<file path="src/rtl/seg_splitter_pkg.sv">
package seg_splitter_pkg;

    typedef enum logic [2:0] {
        ST_IDLE,
        ST_DRAIN,
        ST_DIVC,
        ST_DIVL,
        ST_EMIT,
        ST_ERR
    } seg_st_e;

endpackage

</file>
<file path="src/rtl/seg_rdiv.sv">
module seg_rdiv #(
    parameter int W = 17
) (
    input  logic         clk,
    input  logic         rst_n,
    input  logic         start,
    input  logic [W-1:0] num,
    input  logic [W-1:0] den,
    output logic         done,
    output logic [W-1:0] quo
);
    localparam int SW = $clog2(W + 1);

    typedef struct packed {
        logic          busy;
        logic          done;
        logic [SW-1:0] step;
        logic [W-1:0]  rem;
        logic [W-1:0]  q;
        logic [W-1:0]  den;
    } div_t;

    div_t d, q;

    logic [W:0] trial;
    logic [W:0] diff;

    always_comb begin
        d      = q;
        d.done = 1'b0;
        trial  = {q.rem, q.q[W-1]};
        diff   = trial - {1'b0, q.den};
        if (start) begin
            d.busy = 1'b1;
            d.step = SW'(W);
            d.rem  = '0;
            d.q    = num;
            d.den  = den;
        end else if (q.busy) begin
            if (!diff[W]) begin
                d.rem = diff[W-1:0];
                d.q   = {q.q[W-2:0], 1'b1};
            end else begin
                d.rem = trial[W-1:0];
                d.q   = {q.q[W-2:0], 1'b0};
            end
            d.step = q.step - SW'(1);
            if (q.step == SW'(1)) begin
                d.busy = 1'b0;
                d.done = 1'b1;
            end
        end
    end

    always_ff @(posedge clk or negedge rst_n) begin
        if (!rst_n) q <= '0;
        else        q <= d;
    end

    assign done = q.done;
    assign quo  = q.q;

endmodule

</file>
<file path="src/rtl/seg_splitter.sv">
module seg_splitter
    import seg_splitter_pkg::*;
#(
    parameter int          ADDR_W  = 32,
    parameter int          LEN_W   = 16,
    parameter int          CNT_W   = 8,
    parameter int unsigned MAX_SEG = 32'h1FFF,
    parameter int          ALIGN_B = 2
) (
    input  logic              clk,
    input  logic              rst_n,
    input  logic              in_valid,
    output logic              in_ready,
    input  logic [ADDR_W-1:0] in_addr,
    input  logic [LEN_W-1:0]  in_len,
    input  logic              in_last,
    output logic              out_valid,
    input  logic              out_ready,
    output logic [ADDR_W-1:0] out_addr,
    output logic [LEN_W-1:0]  out_len,
    output logic              out_err,
    output logic              out_last,
    output logic [CNT_W-1:0]  out_count
);
    localparam int               DW      = LEN_W + 1;
    localparam logic [LEN_W-1:0] MAX_L   = MAX_SEG[LEN_W-1:0];
    localparam logic [LEN_W-1:0] AMASK_L = LEN_W'((32'd1 << ALIGN_B) - 32'd1);
    localparam logic [LEN_W-1:0] STEP_L  = MAX_L & ~AMASK_L;

    typedef struct packed {
        seg_st_e             st;
        logic [ADDR_W-1:0]   addr;
        logic [LEN_W-1:0]    rem;
        logic [LEN_W-1:0]    chunk;
        logic                last;
        logic [CNT_W-1:0]    cnt;
    } ctl_t;

    ctl_t d, q;

    logic             div_start;
    logic [DW-1:0]    div_num;
    logic [DW-1:0]    div_den;
    logic             div_done;
    logic [DW-1:0]    div_quo;

    logic             plan_go;
    logic [LEN_W-1:0] plan_rem;
    logic             final_chunk;

    seg_rdiv #(.W(DW)) div_i (
        .clk   (clk),
        .rst_n (rst_n),
        .start (div_start),
        .num   (div_num),
        .den   (div_den),
        .done  (div_done),
        .quo   (div_quo)
    );

    assign final_chunk = (q.rem == q.chunk);

    always_comb begin
        d         = q;
        div_start = 1'b0;
        div_num   = '0;
        div_den   = '0;
        plan_go   = 1'b0;
        plan_rem  = '0;
        in_ready  = 1'b0;
        out_valid = 1'b0;
        out_addr  = q.addr;
        out_len   = '0;
        out_err   = 1'b0;
        out_last  = 1'b0;
        out_count = q.cnt;

        unique case (q.st)
            ST_IDLE: begin
                in_ready = 1'b1;
                if (in_valid) begin
                    d.addr = in_addr;
                    d.last = in_last;
                    d.rem  = in_len;
                    if ((in_addr[ALIGN_B-1:0] != '0) || (in_len == '0)) begin
                        d.st = in_last ? ST_ERR : ST_DRAIN;
                    end else begin
                        plan_go  = 1'b1;
                        plan_rem = in_len;
                    end
                end
            end
            ST_DRAIN: begin
                in_ready = 1'b1;
                if (in_valid && in_last) d.st = ST_ERR;
            end
            ST_DIVC: begin
                if (div_done) begin
                    div_start = 1'b1;
                    div_num   = {1'b0, q.rem};
                    div_den   = div_quo;
                    d.st      = ST_DIVL;
                end
            end
            ST_DIVL: begin
                if (div_done) begin
                    d.chunk = div_quo[LEN_W-1:0] & ~AMASK_L;
                    d.st    = ST_EMIT;
                end
            end
            ST_EMIT: begin
                out_valid = 1'b1;
                out_len   = q.chunk;
                out_last  = q.last && final_chunk;
                out_count = q.cnt + CNT_W'(1);
                if (out_ready) begin
                    d.cnt  = q.cnt + CNT_W'(1);
                    d.addr = q.addr + {{(ADDR_W-LEN_W){1'b0}}, q.chunk};
                    d.rem  = q.rem - q.chunk;
                    if (final_chunk) begin
                        d.st = ST_IDLE;
                        if (q.last) d.cnt = '0;
                    end else begin
                        plan_go  = 1'b1;
                        plan_rem = q.rem - q.chunk;
                    end
                end
            end
            ST_ERR: begin
                out_valid = 1'b1;
                out_err   = 1'b1;
                out_last  = 1'b1;
                if (out_ready) begin
                    d.st  = ST_IDLE;
                    d.cnt = '0;
                end
            end
            default: d.st = ST_IDLE;
        endcase

        if (plan_go) begin
            if (plan_rem <= MAX_L) begin
                d.chunk = plan_rem;
                d.st    = ST_EMIT;
            end else begin
                div_start = 1'b1;
                div_num   = {1'b0, plan_rem} + {1'b0, STEP_L} - DW'(1);
                div_den   = {1'b0, STEP_L};
                d.st      = ST_DIVC;
            end
        end
    end

    always_ff @(posedge clk or negedge rst_n) begin
        if (!rst_n) begin
            q    <= '0;
            q.st <= ST_IDLE;
        end else begin
            q <= d;
        end
    end

endmodule

</file>
<file path="config.mk">
export PLATFORM = sky130hd
export DESIGN_NAME = seg_splitter
export DESIGN_NICKNAME = d
export VERILOG_FILES = /design/src/rtl/seg_splitter_pkg.sv /design/src/rtl/seg_rdiv.sv /design/src/rtl/seg_splitter.sv
export SDC_FILE = /design/constraint.sdc
export NUM_CORES = 1
export LEC_CHECK = 0
export BUFFER_PORTS_ARGS = -buffer_cell sky130_fd_sc_hd__buf_4
export CORE_ASPECT_RATIO = 0.9
export CORE_MARGIN = 2
export CORE_UTILIZATION = 45
export CTS_CLUSTER_DIAMETER = 200
export DETAILED_ROUTE_END_ITERATION = 10
export GPL_TIMING_DRIVEN = 0
export PLACE_DENSITY = 0.74
export SETUP_SLACK_MARGIN = 0.2
export SLEW_MARGIN = 0
export SYNTH_ARGS = -nofsm -noshare
export SYNTH_HDL_FRONTEND = slang
export SYNTH_SLANG_ARGS = --single-unit
</file>
<file path="constraint.sdc">
create_clock -name clk -period 10.34 [get_ports clk]
set_clock_uncertainty 0.2 [all_clocks]
set_input_delay 1.034 -clock clk [delete_from_list [all_inputs] [get_ports clk]]
set_output_delay 1.034 -clock clk [all_outputs]
set_load 0.1 [all_outputs]
</file>
==> metrics.txt, run 1 <==
Util after Layout 0.541; worst path required time roughly 10 ns; Core Area about 22000 µm²; first-pass GRT wire length around 48000 µm; H-tree depth 4; asr flop ratio synth 1.00; Final Hold Fails 0; worst-case reg-to-reg path depth 14; Post-Route WL between 30000 and 40000 µm; # IOs roughly 110; critical path, cell by cell inv_1 -> ha_1 -> nand2_1 -> or4_1 -> nor3_2 -> or2b_2 -> nor2_1 -> a21oi_1 -> ha_1 -> nand2b_1 -> o2111ai_1 -> or4_1 -> o21ai_1 -> mux2i_1; Max Fclk ~220 MHz; initial antenna violation count 0; clk slew on worst S/H paths 0.06 ns; # DRC 0; Slew HR 0.335; Setup CP Type flop to flop; # Max-Cap Violations 0; largest net degree at the start of global routing 83; Initial Utilization 0.456; fin nets 1429; Yosys cell types 85; RSZ-0062 raised after global routing no; Port Buf Inserts around 110; Synth top cells by count 143 x nor2_1, 141 x nand2_1, 134 x dfrtp_1; cell with the most instances after synthesis nor2_1; Synth Flop Type dfrtp_1; Worst-Margin Slew 0.985 ns; die area 23000 µm²; synthesized flop and latch total around 130; vias in the first global route 8910; final setup margin between 5 and 6 ns; worst path arrival time 4.70 ns; Post-CTS Resized 0; Placer Congestion between 1 and 1.5; CTS root buffer clkbuf_16; DPL Wire Length approximately 23000 µm; Tot GR Track Use 0.267; reg2reg start q[18]; worst hold path type flop to flop; Setup crit start kind flop; Diodes inserted 0; post-synth top area share 0.342; main area contributors after synthesis dfrtp_1 34%, ha_1 6.8%, nor2_1 5.5%; layout cells sized above 1 0.166; DR vias/cell just under 6; CP Launch Point q[18]; sequential element share of the synthesized area 0.342; Syn-to-layout area delta 18.7%; cell count after synthesis ~1200; Final setup viols 0; post-layout min period 4.57 ns; R2R setup slack 5.77 ns; via count of the routed design around 9600; synthesized cell area 9800 µm²; Slew Limit Fails 0; EDFF count, synth 0; Die X ~160 µm; post-cts hold buffer count 0; postcts setup bufs 0; Critical path destination div_i.quo[14]; WL per Instance ~19 µm; site row count 51; CTS Buffer Depth 2; CP max FO 6; grt ovf 0; clock sink count 134; DR iter-0 viols about 860; CP peak stage delay ~0.63 ns; Num CTS Buffers 17; crit end category flop; Slowest-stage cell, CP or4_1; Setup TNS 0 ns; status finished, final reports clean; cell taking the most area after synthesis dfrtp_1; Syn Area/Cell 8.25 µm²; r2r endpoint div_i.quo[14]; fillers a little under 2000; Routed Antenna Nets 0; DIE HEIGHT approximately 140 µm; Place WS 5.68 ns; Synth warnings 0; TritonCTS clock tree done; worst-skew pair later-pin latency roughly 0.43 ns; first drt pass iteration count 6; Final period util 0.442; Mapped Nets ~1300
-- per-stage QoR --
step                cell area (µm²)  cells  hold slack, ns
floorplan                      9800   1188           0.246
global placement              11000   1591           0.260
detailed placement            11000   1592           0.273
CTS                           11600   1624           0.287
global route                  11600   1624           0.334
finish                        11600   1624           0.278
-- worst max-delay path, delay by kind of cell (launching register included) --
| family | cells | cell delay, ns |
|---|---|---|
| AOI/OAI and AO/OA | 3 | 0.73 |
| and+or+nand+nor | 7 | 2.15 |
| DFF | 1 | 0.42 |
| buffers and inverters | 1 | 0.09 |
| adders and majority gates | 2 | 0.65 |
| muxes | 1 | 0.23 |
-- cell type report --
type / count / area, µm² / share of cell area
buffer: 89 / 483 / 0.0415
clock buffer: 21 / 450 / 0.0387
clock inverter: 11 / 149 / 0.0128
inverter: 59 / 221 / 0.0190
multi-input combinational: 906 / 5740 / 0.493
sequential: 134 / 3350 / 0.288
tap: 291 / 364 / 0.0313
timing repair buffer: 113 / 872 / 0.0750
-- cells in the final DEF, fill, tap and decap left out, drive strengths merged, types with 24 or more instances in the layout --
cell type and count:
o21ai 77, a31oi 26, mux2i 24, xnor2 41
nand2 141, a21oi 103, dfrtp 134, inv 61
a211oi 24, buf 168, clkbuf 55, nor2 143
ha 53
-- per-layer routing --
layer | wire [µm] | part of all wire | up-vias | track usage
li1 | - | - | 4463 | -
met1 | 13900 | 0.46 | 4638 | 0.385
met2 | 13200 | 0.43 | 440 | 0.398
met3 | 2860 | 0.094 | 49 | 0.0614
met4 | 576 | 0.019 | 0 | 0.0823
met5 | 0 | 0 | - | 0
-- registers in the layout, summed over array words and instances, names as in the netlist --
signal	count
div_i.quo	17
div_i.done	1
q	44
div_i.q	40
out_addr	32
-- cell families (layout without fill, tap and decap cells) --
group / after synthesis / count (layout) / share of synthesized area
simple gates: 410 / 410 / 0.196
fa+ha+maj: 56 / 56 / 0.0738
flops: 134 / 134 / 0.342
mux: 26 / 26 / 0.0268
compound gates: 353 / 353 / 0.235
xor+xnor: 61 / 61 / 0.0545
buf+inv: 148 / 293 / 0.0719
-- worst min-delay path by stage --
| stage | endpoint | startpoint | cells past startpoint | slack [ns] |
|---|---|---|---|---|
| 2_1_floorplan | q[8] | q[8] | 2 | 0.25 |
| 3_3_place_gp | q[8] | q[8] | 2 | 0.26 |
| 3_5_place_dp | q[8] | q[8] | 2 | 0.27 |
| 4_1_cts | q[8] | q[8] | 2 | 0.29 |
| 5_1_grt | q[8] | q[8] | 2 | 0.33 |
| 6_report | q[8] | q[8] | 2 | 0.28 |
Power of run 1 is left out: the tool's default activity adds up to more than one toggle a clock period on the data nets, which glitch-free logic cannot reach.
==> run 2, diff against run 1 <==
- clock period: 10.34 -> 4.4 ns (I/O delays scaled with it)
==> run 2 against run 1 <==
  * Worst setup slack worse by 5.5 ns
  * Via count stayed put
  * Sequential cell count unchanged
  * Global-route usage increased by 0.48 points
  * Utilization up 0.31 points
  * Fmax grew 12%
  * Largest cell class unchanged
==> metrics.txt, run 2 (synthesized netlist as in run 1, its figures left out) <==
r2r endpoint div_i.quo[15]; wl on met1 about 14000 µm; Diodes inserted 0; CP peak stage delay approximately 0.54 ns; Final period util 0.930; RSZ-0062 raised after global routing no; met3 wire length 2750 µm; first drt pass iteration count 7; post-layout min period 4.09 ns; Port Buf Inserts approximately 110; via count of the routed design 9590; hold path endpoint q[8]; Worst-Margin Slew approximately 0.94 ns; crit end category flop; met2 wire length ~14000 µm; first-pass GRT wire length between 40000 and 50000 µm; worst hold path type input pin to flop; most common cell after layout, fill and taps aside buf_4; most frequent cells in the layout 146 x buf_4, 143 x nor2_1, 140 x nand2_1; clock sink count ~130; largest net degree at the start of global routing 85; CP max FO 4; grt ovf 0; Die X between 150 and 200 µm; CTS Buffer Depth 2; DPL Wire Length 23200 µm; R2R setup slack 0.31 ns; DR top layer met4; worst path arrival time 4.20 ns; TritonCTS clock tree done; Final setup viols 0; # Max-Cap Violations 0; number of flip-flops in the largest register 44; Syn-to-layout area delta 19.4%; DIE HEIGHT about 140 µm; Routed Antenna Nets 0; reg2reg start q[25]; DR vias/cell approximately 5.9; Initial Utilization 0.456; Slew Limit Fails 0; # IOs about 110; Placer Congestion 1.02; hold_sp in_last; fin nets 1433; Setup crit start kind flop; Final Hold Fails 0; DR iter-0 viols 958; worst-skew pair later-pin latency around 0.43 ns; Core Area about 22000 µm²; vias in the first global route 9044; layout cells sized above 1 0.178; Max Fclk around 240 MHz; H-tree depth 4; Worst Hold Depth 3; CTS root buffer clkbuf_16; worst-case reg-to-reg path depth 14; Num CTS Buffers 17; Crit path top cell by count inv_1; WL per Instance around 19 µm; largest register by flop count q; status finished, final reports clean; Slowest-stage cell, CP or4_4; clk slew on worst S/H paths 0.06 ns; site row count between 50 and 60; Slew HR 0.367; critical path, cell by cell inv_1 -> ha_1 -> inv_1 -> fa_1 -> a211oi_2 -> o21ai_1 -> a21o_1 -> a21oi_1 -> xnor2_1 -> a2bb2oi_4 -> nand4b_4 -> or4_4 -> and4_4 -> o32a_1; worst path required time between 4 and 5 ns; # DRC 0; Post-Route WL between 30000 and 40000 µm; Setup TNS 0 ns; initial antenna violation count 0; Setup CP Type flop to flop; Tot GR Track Use 0.272; die area ~23000 µm²
-- run 2: worst max-delay path: cells and delay by family (launching register included) --
family,cells,cell delay [ns]
DFF,1,0.37
and+or+nand+nor,3,0.92
buffers and inverters,2,0.17
AOI/OAI and AO/OA,6,1.48
xor gates and xnor gates,1,0.24
adders and majority gates,2,0.59
-- run 2: cell type report --
type / instances / area [µm²]
tap: 291 / 364
clock buffer: 19 / 433
timing repair buffer: 117 / 905
clock inverter: 13 / 146
sequential: 134 / 3350
inverter: 59 / 221
multi-input combinational: 906 / 5790
fill: 2009 / 9800
buffer: 89 / 485
-- run 2: metrics by stage --
stage	setup slack, ns	hold WS, ns	cell area [µm²]	utilization	instances
floorplan	0.449	-0.0556	9800	-	1188
global placement	0.0559	0.260	11000	0.512	1591
detailed placement	0.0737	0.232	11000	0.513	1592
CTS	0.131	0.0319	11600	0.541	1625
global route	0.201	0.0382	11700	0.544	1628
finish	0.307	0.0342	11700	0.544	1628
-- run 2: worst max-delay path by stage --
stage / startpoint / endpoint / slack, ns / cells past startpoint
3_5_place_dp: q[15] / div_i.quo[14] / 0.07 / 14
3_3_place_gp: q[15] / div_i.quo[14] / 0.06 / 14
5_1_grt: q[25] / q[21] / 0.20 / 14
2_1_floorplan: q[75] / out_last / 0.45 / 4
6_report: q[25] / div_i.quo[15] / 0.31 / 14
4_1_cts: q[15] / div_i.quo[14] / 0.13 / 14
-- run 2: what timing repair did --
| action | CTS | global route |
|---|---|---|
| setup endpoints to repair | 13 | 46 |
| pin swaps | 0 | 2 |
| hold buffers | 1 | 0 |
| setup buffers | 0 | 3 |
| resized for setup | 3 | 12 |
| hold endpoints to repair | 50 | 0 |
-- run 2: per-layer routing --
layer  GRT usage  vias to the layer above
met1       0.383                     4642
met3      0.0645                       43
met4      0.0732                        0
met5           0                        -
li1            -                     4470
met2       0.419                      435
Power of run 2 is left out for the same reason.
